<file path="src/rtl/los_pkg.sv">
// Package: shared constants and types for the loss-of-signal monitor.
// Assumes: all timing constants are in recovered bit-clock periods.
package los_pkg;
    // log2 of the coarse tick period used by both loss timers
    localparam int unsigned TICK_LOG2   = 4;
    // log2 of the transition-density window
    localparam int unsigned WIN_LOG2    = 6;
    // log2 of the backup reference division ratio
    localparam int unsigned DIV_LOG2    = 3;
    // ticks of silence before loss is declared
    localparam int unsigned QUIET_TICKS = 7;
    // ticks of held external loss before the reference moves
    localparam int unsigned FORCE_TICKS = 5;
    // transitions per window that count as good data
    localparam int unsigned GOOD_EDGES  = 8;

    typedef enum logic {
        LINK_UP   = 1'b0,
        LINK_DOWN = 1'b1
    } link_state_e;
endpackage

</file>
<file path="src/rtl/los_input_sel.sv">
// Module: picks primary or loopback data, applies the external squelch,
// registers the chosen bit and flags a transition on the bit being loaded.
// Assumes: inputs are already in the recovered clock domain.
module los_input_sel (
    input  logic clk,
    input  logic rst_n,
    input  logic prim_bit,
    input  logic loop_bit,
    input  logic loop_en_n,
    input  logic ext_los_n,
    output logic data_q,
    output logic trans,
    output logic forced_q
);
    logic pick;
    logic forced_now;

    // Choose the live source; squelch primary data on external loss
    always_comb begin
        forced_now = loop_en_n & ~ext_los_n;
        if (!loop_en_n)
            pick = loop_bit;
        else if (ext_los_n)
            pick = prim_bit;
        else
            pick = 1'b0;
        trans = pick ^ data_q;
    end

    // Register the selected bit and the forced-loss condition
    always_ff @(posedge clk) begin
        if (!rst_n) begin
            data_q   <= 1'b0;
            forced_q <= 1'b0;
        end else begin
            data_q   <= pick;
            forced_q <= forced_now;
        end
    end
endmodule

</file>
<file path="src/rtl/los_timebase.sv">
// Module: free-running phase counter giving the coarse timer tick, the
// density window boundary and the divided backup reference tick.
// Assumes: TICK_LOG2 and DIV_LOG2 do not exceed WIN_LOG2.
module los_timebase #(
    parameter int unsigned WIN_LOG2  = 6,
    parameter int unsigned TICK_LOG2 = 4,
    parameter int unsigned DIV_LOG2  = 3
) (
    input  logic clk,
    input  logic rst_n,
    output logic tick,
    output logic win_end,
    output logic div_tick
);
    logic [WIN_LOG2-1:0] phase;

    // Advance the shared phase every bit clock
    always_ff @(posedge clk) begin
        if (!rst_n)
            phase <= '0;
        else
            phase <= phase + 1'b1;
    end

    // Decode the three periodic strobes from the phase
    generate
        if (DIV_LOG2 == 0) begin : g_div_bypass
            assign div_tick = 1'b1;
        end else begin : g_div_decode
            assign div_tick = &phase[DIV_LOG2-1:0];
        end
    endgenerate

    always_comb begin
        tick    = &phase[TICK_LOG2-1:0];
        win_end = &phase;
    end
endmodule

</file>
<file path="src/rtl/los_tick_timer.sv">
// Module: saturating tick counter; expired once LIMIT ticks have passed
// without a clear. Clear wins over a tick in the same cycle.
// Assumes: LIMIT is at least 1.
module los_tick_timer #(
    parameter int unsigned LIMIT = 7,
    localparam int unsigned CW   = $clog2(LIMIT + 1)
) (
    input  logic clk,
    input  logic rst_n,
    input  logic clear,
    input  logic tick,
    output logic expired
);
    logic [CW-1:0] cnt;

    // Count ticks up to the limit, restart on clear
    always_ff @(posedge clk) begin
        if (!rst_n)
            cnt <= '0;
        else if (clear)
            cnt <= '0;
        else if (tick && (cnt != CW'(LIMIT)))
            cnt <= cnt + 1'b1;
    end

    // Flag that the limit has been reached
    always_comb expired = (cnt == CW'(LIMIT));
endmodule

</file>
<file path="src/rtl/los_density.sv">
// Module: counts transitions in each window and flags good data at the
// window boundary when at least EDGE_MIN were seen with no squelch.
// Assumes: win_end is a single-cycle strobe once per window.
module los_density #(
    parameter int unsigned EDGE_MIN = 8,
    localparam int unsigned CW      = $clog2(EDGE_MIN + 1)
) (
    input  logic clk,
    input  logic rst_n,
    input  logic trans,
    input  logic squelch,
    input  logic win_end,
    output logic good
);
    logic [CW-1:0] cnt;
    logic [CW-1:0] nxt;
    logic          tainted;

    // Saturating next count including this cycle's transition
    always_comb begin
        nxt  = (trans && (cnt != CW'(EDGE_MIN))) ? cnt + 1'b1 : cnt;
        good = win_end && !squelch && !tainted && (nxt == CW'(EDGE_MIN));
    end

    // Accumulate per window; a squelch anywhere in the window spoils it
    always_ff @(posedge clk) begin
        if (!rst_n) begin
            cnt     <= '0;
            tainted <= 1'b1;
        end else if (win_end) begin
            cnt     <= '0;
            tainted <= squelch;
        end else begin
            cnt     <= squelch ? '0 : nxt;
            tainted <= tainted | squelch;
        end
    end
endmodule

</file>
<file path="src/rtl/rx_signal_watch.sv">
// Module: top of the loss-of-signal monitor. It combines the run-length
// timeout, the forced-loss timer and the density check into one link state.
// That state drives the reference select and lock detect.
// Assumes: clocked by the recovered bit clock; reset is synchronous.
module rx_signal_watch
    import los_pkg::*;
#(
    parameter int unsigned P_TICK_LOG2   = TICK_LOG2,
    parameter int unsigned P_WIN_LOG2    = WIN_LOG2,
    parameter int unsigned P_DIV_LOG2    = DIV_LOG2,
    parameter int unsigned P_QUIET_TICKS = QUIET_TICKS,
    parameter int unsigned P_FORCE_TICKS = FORCE_TICKS,
    parameter int unsigned P_GOOD_EDGES  = GOOD_EDGES
) (
    input  logic clk,
    input  logic rst_n,
    input  logic prim_bit,
    input  logic loop_bit,
    input  logic loop_en_n,
    input  logic ext_los_n,
    output logic data_bit,
    output logic ref_local,
    output logic lock_ok,
    output logic ref_tick
);
    logic        data_q;
    logic        trans;
    logic        forced_q;
    logic        tick;
    logic        win_end;
    logic        div_tick;
    logic        quiet_exp;
    logic        force_exp;
    logic        good;
    link_state_e link_st;

    los_input_sel i_sel (
        .clk       (clk),
        .rst_n     (rst_n),
        .prim_bit  (prim_bit),
        .loop_bit  (loop_bit),
        .loop_en_n (loop_en_n),
        .ext_los_n (ext_los_n),
        .data_q    (data_q),
        .trans     (trans),
        .forced_q  (forced_q)
    );

    los_timebase #(
        .WIN_LOG2  (P_WIN_LOG2),
        .TICK_LOG2 (P_TICK_LOG2),
        .DIV_LOG2  (P_DIV_LOG2)
    ) i_tb (
        .clk      (clk),
        .rst_n    (rst_n),
        .tick     (tick),
        .win_end  (win_end),
        .div_tick (div_tick)
    );

    // Run-length timeout: restarted by every transition
    los_tick_timer #(.LIMIT(P_QUIET_TICKS)) i_quiet (
        .clk     (clk),
        .rst_n   (rst_n),
        .clear   (trans),
        .tick    (tick),
        .expired (quiet_exp)
    );

    // Forced-loss timer: runs only while the external loss is held
    los_tick_timer #(.LIMIT(P_FORCE_TICKS)) i_force (
        .clk     (clk),
        .rst_n   (rst_n),
        .clear   (!forced_q),
        .tick    (tick),
        .expired (force_exp)
    );

    los_density #(.EDGE_MIN(P_GOOD_EDGES)) i_dens (
        .clk     (clk),
        .rst_n   (rst_n),
        .trans   (trans),
        .squelch (forced_q),
        .win_end (win_end),
        .good    (good)
    );

    // Link state: declaring loss has priority over clearing it
    always_ff @(posedge clk) begin
        if (!rst_n)
            link_st <= LINK_DOWN;
        else if (quiet_exp || force_exp)
            link_st <= LINK_DOWN;
        else if (good)
            link_st <= LINK_UP;
    end

    // Drive the outputs from the registered state
    always_comb begin
        data_bit  = data_q;
        ref_local = (link_st == LINK_DOWN);
        lock_ok   = (link_st == LINK_UP) && !forced_q;
        ref_tick  = div_tick;
    end
endmodule

</file>
<file path="config.mk">
export PLATFORM = sky130hd
export DESIGN_NAME = rx_signal_watch
export DESIGN_NICKNAME = d
export VERILOG_FILES = /design/src/rtl/los_pkg.sv /design/src/rtl/los_input_sel.sv /design/src/rtl/los_timebase.sv /design/src/rtl/los_tick_timer.sv /design/src/rtl/los_density.sv /design/src/rtl/rx_signal_watch.sv
export SDC_FILE = /design/constraint.sdc
export NUM_CORES = 1
export LEC_CHECK = 0
export BUFFER_PORTS_ARGS = -buffer_cell sky130_fd_sc_hd__clkbuf_2
export CAP_MARGIN = 20
export CORE_MARGIN = 5
export CORE_UTILIZATION = 45
export DETAILED_ROUTE_END_ITERATION = 12
export PLACE_DENSITY = 0.65
export SETUP_SLACK_MARGIN = 0.02
export SYNTH_ARGS = -nofsm -noshare
export SYNTH_HDL_FRONTEND = slang
export SYNTH_SLANG_ARGS = --single-unit
</file>
<file path="constraint.sdc">
create_clock -name clk -period 2.1 [get_ports clk]
set_input_delay 0.315 -clock clk [delete_from_list [all_inputs] [get_ports clk]]
set_output_delay 0.315 -clock clk [all_outputs]
set_load 0.1 [all_outputs]
</file>
==> results of run 1 <==
## critical path: cells and delay by family (launching register included)
kind / cells / cell delay, ps
adder cells (fa/ha/maj): 2 / 360
buffers and inverters: 1 / 450
flip-flops: 1 / 360
## synth_stat cells, drive strengths merged
cell type | count | area (sq um)
nor3 | 2 | 10.0
a21oi | 2 | 10.0
ha | 8 | 100
nor2 | 13 | 48.8
and2 | 4 | 25.0
or3 | 1 | 11.3
mux2i | 3 | 30.0
a211oi | 1 | 7.51
o21ai | 1 | 8.76
xnor2 | 6 | 52.6
inv | 3 | 11.3
xor2 | 3 | 26.3
clkbuf | 1 | 3.75
nand3 | 5 | 35.0
nand2 | 8 | 30.0
a31oi | 1 | 6.26
o21a | 1 | 7.51
dfxtp | 20 | 400
a41oi | 1 | 8.76
nand3b | 4 | 30.0
mux2 | 1 | 11.3
or4 | 1 | 7.51
nand2b | 1 | 6.26
nor2b | 4 | 25.0
and3 | 4 | 25.0
## layout by cell type, fill, tap and decap left out
master    instances
dfxtp_1          20
nor2_1           12
clkbuf_2          9
nand2_1           8
ha_1              8
xnor2_1           6
and2_1            4
and3_1            4
nand3b_1          4
nor2b_1           4
inv_1             3
nand3_1           3
xor2_1            3
mux2i_1           3
clkbuf_4          3
nand3_2           2
nor3_1            2
a21oi_1           2
nor2_2            1
o21ai_2           1
or3_4             1
mux2_1            1
or4_1             1
a31oi_1           1
o21a_1            1
nand2b_1          1
a211oi_1          1
a41oi_1           1
## layer usage
| layer | vias to the layer above | share of wire [%] | wire length, um |
|---|---|---|---|
| met5 | - | 0 | 0 |
| met4 | 0 | 0.97 | 15 |
| met3 | 2 | 3.5 | 54 |
| met2 | 6 | 48 | 743 |
| met1 | 318 | 47 | 726 |
| li1 | 359 | - | - |
## area by class of cell
class | count | area share, %
clock buffer | 3 | 2.17
sequential | 20 | 38.6
multi-input combinational | 75 | 50.6
inverter | 3 | 1.08
timing repair buffer | 9 | 4.34
tap | 27 | 3.25
## stage by stage
step                hold slack [ps]  cells  cell area, sq um
global route                    158    137              1040
global placement                425    134              1020
finish                          179    137              1040
detailed placement              438    134              1020
floorplan                       387     99               941
CTS                             165    137              1040
## kinds of logic after synthesis
logic type | count (synthesis)
flip-flops | 20
multiplexers | 4
XOR/XNOR | 9
adder cells (fa/ha/maj) | 8
AO/OA/AOI/OAI | 7
buffers and inverters | 4
AND/OR/NAND/NOR | 47
## power by group
| group | total (W) | switching (W) | internal (W) |
|---|---|---|---|
| Clock | 0.000172 | 0.000106 | 0.0000666 |
| Combinational | 0.0000722 | 0.0000420 | 0.0000302 |
| Sequential | 0.000400 | 0.00000948 | 0.000390 |
## registers in the layout, indices dropped and copies added, names as in the netlist
signal and count:
i_dens.cnt 4, i_dens.tainted 1, i_force.cnt 3, i_quiet.cnt 3, i_sel.data_q 1, i_sel.forced_q 1, i_tb.phase 6, ref_local 1
## final timing paths
| kind | depth (start not counted) | endpoint | startpoint | slack [ps] |
|---|---|---|---|---|
| setup / recovery | 3 | ref_tick | i_tb.phase[0]$_SDFF_PN0_ | 330 |
| hold / removal | 2 | i_sel.forced_q$_SDFF_PN0_ | ext_los_n | 180 |
| setup reg to reg | 6 | ref_local$_SDFFE_PP1P_ | i_tb.phase[0]$_SDFF_PN0_ | 420 |
| hold reg to reg | 1 | i_tb.phase[0]$_SDFF_PN0_ | i_tb.phase[0]$_SDFF_PN0_ | 440 |
==> results.yml, run 1 <==
floorplan:
  initial_core_util_pct: 47.3
  core_sq_um: 1980
  dieArea_sq_um: 3100
  die-width_um: 55.7
  fp.dieH_um: 55.7
  rows: 16
  ios: 10
power_and_ir_drop:
  powerDensity_nw_per_um2: 621
  power.leakage_nw: 0.462
  fin_total_pwr_w: 0.000645
  peakVddDrop_uv: 408
grt:
  grt_pass1_vias: 723
  grt.met3_usage_pct: 3.48
  busiest_layer: "met2"
  grt_use_met2_pct: 19.8
  grt_usage_pct: 11.2
  grt_remaining_overflow: 0
  grt_max_degree: 14
  use_met1_pct: 11.6
  grt_pass1_wl_um: 2820
  antenna_found_initial: 0
critical_path:
  cpMaxStageDelayCell: "clkbuf_2"
  worstSetupStartpointType: "flip-flop"
  worst-path-max-fanout: 3
  slowest_delay_ps: 450
  worstPathCellList: "ha_1 -> ha_1 -> clkbuf_2"
  cp.arrival_ps: 1450
  setup.worst_path.end_class: "output port"
  timing.critical_path.mode_cell: "ha_1"
  required_ps: 1780
  critPathKind: "reg2out"
placement:
  buffer_ports.inserted: 9
  dp_hpwl_um: 1160
  globalplace.congestion: 0.680
  place_ws_ps: 445
layout:
  finish.utilization_pct: 52.4
  num-nets-final: 126
  syn2layout_area_growth_pct: 10.7
  seq_area_sq_um: 400
  num_antenna_cells: 0
  multi_input_area_sq_um: 526
  fill_cells: 189
  drive_gt1_share_pct: 15.5
clock_tree:
  cts_resized: 0
  path_clk_slew_ps: 100
  cts_sinks: 20
  cts_root_buf: "clkbuf_4"
  ctsHoldBuffers: 0
  htreeDepth: 1
  clockBufferDepth: 2
  numCtsBuffers: 3
  cts_tree: "yes"
  clk_latency_ps: 290
  cts_setup_buffers: 0
timing:
  drv_slew: 0
  final.setup.worst_slack_ps: 333
  tightest_slew_ps: 542
  fmax_ghz: 0.566
  setup_viol: 0
  finalClockSkew_ps: 2.70
  period_minus_slack_ps: 1770
  rsz0062_at_grt: "no"
  slew_headroom_pct: 64.0
  min_period_over_period_pct: 84.1
  tns_ps: 0
  finalHoldViolations: 0
job:
  cap_violations: 0
synthesis:
  yosysWarnings: 0
  syn_inst: 99
  ys_seq_area_share_pct: 42.7
  syn_nets: 113
  yosysUniqueCellTypes: 26
  synth_xor_area_share_pct: 8.40
  synth_top_family_by_area: "simple AND/OR/NAND/NOR gates"
  synth-adder-area-share_pct: 10.7
  synth-compound-area-share_pct: 5.20
  synth.area.mux_share_pct: 4.40
  ys_seq_elements: 20
  yosys.area_share.simple_pct: 27.1
  syn_avg_cell_area_sq_um: 9.48
  synth_area_sq_um: 938
routing:
  via_per_inst: 5.00
  routed_wl_um: 1540
  drcViolationCount: 0
  drt_first_iter_violations: 14
  dr.pass1.iters: 4
  vias: 685
  ant_nets: 0
  avgRoutedWirePerCell_um: 11.2
outcome:
  status: "finished clean"
min_path:
  hold_path_class: "in2reg"
Power figures use the tool's default switching activity.
==> run 2: changes to the inputs <==
--- a/config.mk
+++ b/config.mk
@@ -5,6 +5,7 @@
 export SDC_FILE = /design/constraint.sdc
 export NUM_CORES = 1
 export LEC_CHECK = 0
+export ABC_AREA = 1
 export BUFFER_PORTS_ARGS = -buffer_cell sky130_fd_sc_hd__clkbuf_2
 export CAP_MARGIN = 20
 export CORE_MARGIN = 5
==> constraint.sdc (replaced) <==
create_clock -name clk -period 1.7 [get_ports clk]
set_input_delay 0.255 -clock clk [delete_from_list [all_inputs] [get_ports clk]]
set_output_delay 0.255 -clock clk [all_outputs]
set_load 0.1 [all_outputs]
==> run 2 against run 1 <==
  * Non-clock buffer count did not move
  * Worst setup slack got worse by 150 ps
  * Via count rose by 25%
  * Critical endpoint unchanged
  * Power rose by 49%
  * Clock power rose by 120%
  * Critical path type unchanged
  * Design area rose by 10%
  * Wire length rose by 13%
  * Worst hold slack got worse by 40 ps
  * Cell count rose by 27%
  * Area after synthesis rose by 5.2%
  * Sequential share of layout area fell by 3.4 points
==> results.yml, run 2 <==
critical_path:
  cp.arrival_ps: 1260
  worst-path-max-fanout: 3
  worstSetupStartpointType: "flip-flop"
  critPathKind: "reg2out"
  reg2regPathDepth: 10
  setup.worst_path.end_class: "output port"
  required_ps: 1440
layout:
  largest_reg_flops: 6
  num-nets-final: 161
  most-common-layout-cells: "nand2_1, dfxtp_1, inv_1"
  layout_commonest_cell: "nand2_1"
  syn2layout_area_growth_pct: 16.0
  num_antenna_cells: 0
  reg.largest.list: "i_tb.phase: 6 flops, i_dens.cnt: 4 flops"
  top_register: "i_tb.phase"
  drive_gt1_share_pct: 17.1
synthesis:
  synth_area_sq_um: 987
  syn_avg_cell_area_sq_um: 7.42
  synthTopCellsByArea: "dfxtp_1, nand2_1, ha_1"
  syn_inst: 133
  netlist.area_leader.share_pct: 40.6
  synth_area_leader_cell: "dfxtp_1"
  syn_nets: 147
  synth_edf_count: 0
  async_flop_share_pct: 0
  yosysUniqueCellTypes: 22
  synthFlopType: "dfxtp_1"
  ys_seq_elements: 20
  ys_seq_area_share_pct: 40.6
  yosysWarnings: 0
  yosys-top-cells-count: "nand2_1, dfxtp_1, inv_1, nand3_1, nor2_1"
  yosysMostFrequentCell: "nand2_1"
power_and_ir_drop:
  p_sw_w: 0.000214
  power_switching_share_pct: 22.2
  peakVddDrop_uv: 486
  power.leakage_nw: 0.507
  intPower_w: 0.000750
  combPwrFrac_pct: 9.0
  power_frac_clock_pct: 39.7
  powerDensity_nw_per_um2: 842
  pwr-share-seq_pct: 51.3
placement:
  buffer_ports.inserted: 9
  dp_hpwl_um: 1400
  globalplace.congestion: 0.769
timing:
  drv_slew: 0
  period_minus_slack_ps: 1510
  whs_ps: 139
  tns_ps: 0
  setup_viol: 0
  finalClockSkew_ps: 6.86
  finalHoldViolations: 0
  tightest_slew_ps: 540
  slew_headroom_pct: 64.2
  fmax_ghz: 0.661
  min_period_over_period_pct: 89.0
  rsz0062_at_grt: "no"
job:
  cap_violations: 0
routing:
  via_per_inst: 4.93
  ant_nets: 0
  drcViolationCount: 0
  routed_wl_um: 1750
  drt_first_iter_violations: 17
  vias: 858
  dr.pass1.iters: 4
  avgRoutedWirePerCell_um: 10.0
floorplan:
  initial_core_util_pct: 46.0
  dieArea_sq_um: 3230
  rows: 17
  ios: 10
  core_sq_um: 2150
  die-width_um: 56.8
  fp.dieH_um: 56.8
grt:
  busiest_layer: "met2"
  grt_max_degree: 13
  grt_usage_pct: 11.4
  grt_pass1_vias: 765
  antenna_found_initial: 0
  grt_use_met2_pct: 18.3
  use_met1_pct: 14.6
  grt_pass1_wl_um: 2950
  grt_remaining_overflow: 0
  grt.met3_usage_pct: 2.53
clock_tree:
  clockBufferDepth: 2
  cts_setup_buffers: 0
  cts_root_buf: "clkbuf_4"
  cts_tree: "yes"
  clk_latency_ps: 300
  numCtsBuffers: 3
  htreeDepth: 1
  path_clk_slew_ps: 120
  cts_sinks: 20
min_path:
  whs_path_depth: 2
  hold_path_class: "in2reg"
outcome:
  status: "finished clean"
-- run 2: per-layer routing --
| layer | share of wire [%] | vias to the layer above |
|---|---|---|
| li1 | - | 454 |
| met1 | 50 | 384 |
| met2 | 44 | 18 |
| met3 | 5.9 | 2 |
| met4 | 0.69 | 0 |
| met5 | 0 | - |
-- run 2: cell families after synthesis --
logic type	Yosys count	synth area share, %
AOI/OAI and AO/OA	16	8.37
xor gates and xnor gates	2	1.77
adders and majority gates	8	10.1
buffers and inverters	21	7.98
DFF	20	40.6
and+or+nand+nor	66	31.2
-- run 2: final timing paths --
kind	endpoint	startpoint	slack (ps)
worst max-delay path	ref_tick	i_tb.phase[0]$_SDFF_PN0_	190
worst min-delay path	i_sel.forced_q$_SDFF_PN0_	ext_los_n	140
worst max register to register	ref_local$_SDFFE_PP1P_	i_dens.cnt[1]$_SDFF_PP0_	210
worst min register to register	i_tb.phase[0]$_SDFF_PN0_	i_tb.phase[0]$_SDFF_PN0_	460
-- run 2: what timing repair did --
action | 4_1_cts | 5_1_grt
setup endpoints to repair | 0 | 1
hold buffers | 0 | 0
endpoints found under the hold margin | 0 | 0
gates resized for setup | 0 | 1
-- run 2: power by group through the flow --
stage	clock network (W)	registers [W]	logic (W)
6_report	0.000382	0.000494	0.0000869
2_1_floorplan	0	0.000511	0.0000543
3_3_place_gp	0	0.000503	0.0000855
3_5_place_dp	0	0.000505	0.0000872
5_1_grt	0.000423	0.000497	0.0000997
4_1_cts	0.000396	0.000494	0.0000875
-- run 2: per-stage QoR --
stage                     setup slack [ps]  area [sq um]  instances  util, %  total power [W]
after floorplan                        136           996        133        -         0.000566
after global placement                 254          1090        170     50.8         0.000589
after detailed placement               195          1090        170     50.8         0.000592
after CTS                              164          1140        174     53.2         0.000978
after global routing                  83.5          1140        174     53.3          0.00102
final                                  188          1140        174     53.3         0.000963
-- run 2: critical path, cell delays in order (launching register included) --
cell,delay [ps]
dfxtp_1,340
ha_1,220
ha_1,220
buf_12,170
-- run 2: area by class of cell --
type | count | area [sq um]
Fill cell | 231 | 1000
Multi-Input combinational cell | 92 | 515
Sequential cell | 20 | 403
Inverter | 21 | 78.8
Timing Repair Buffer | 9 | 60.1
Tap cell | 28 | 35.0
Clock inverter | 1 | 30.0
Clock buffer | 3 | 22.5
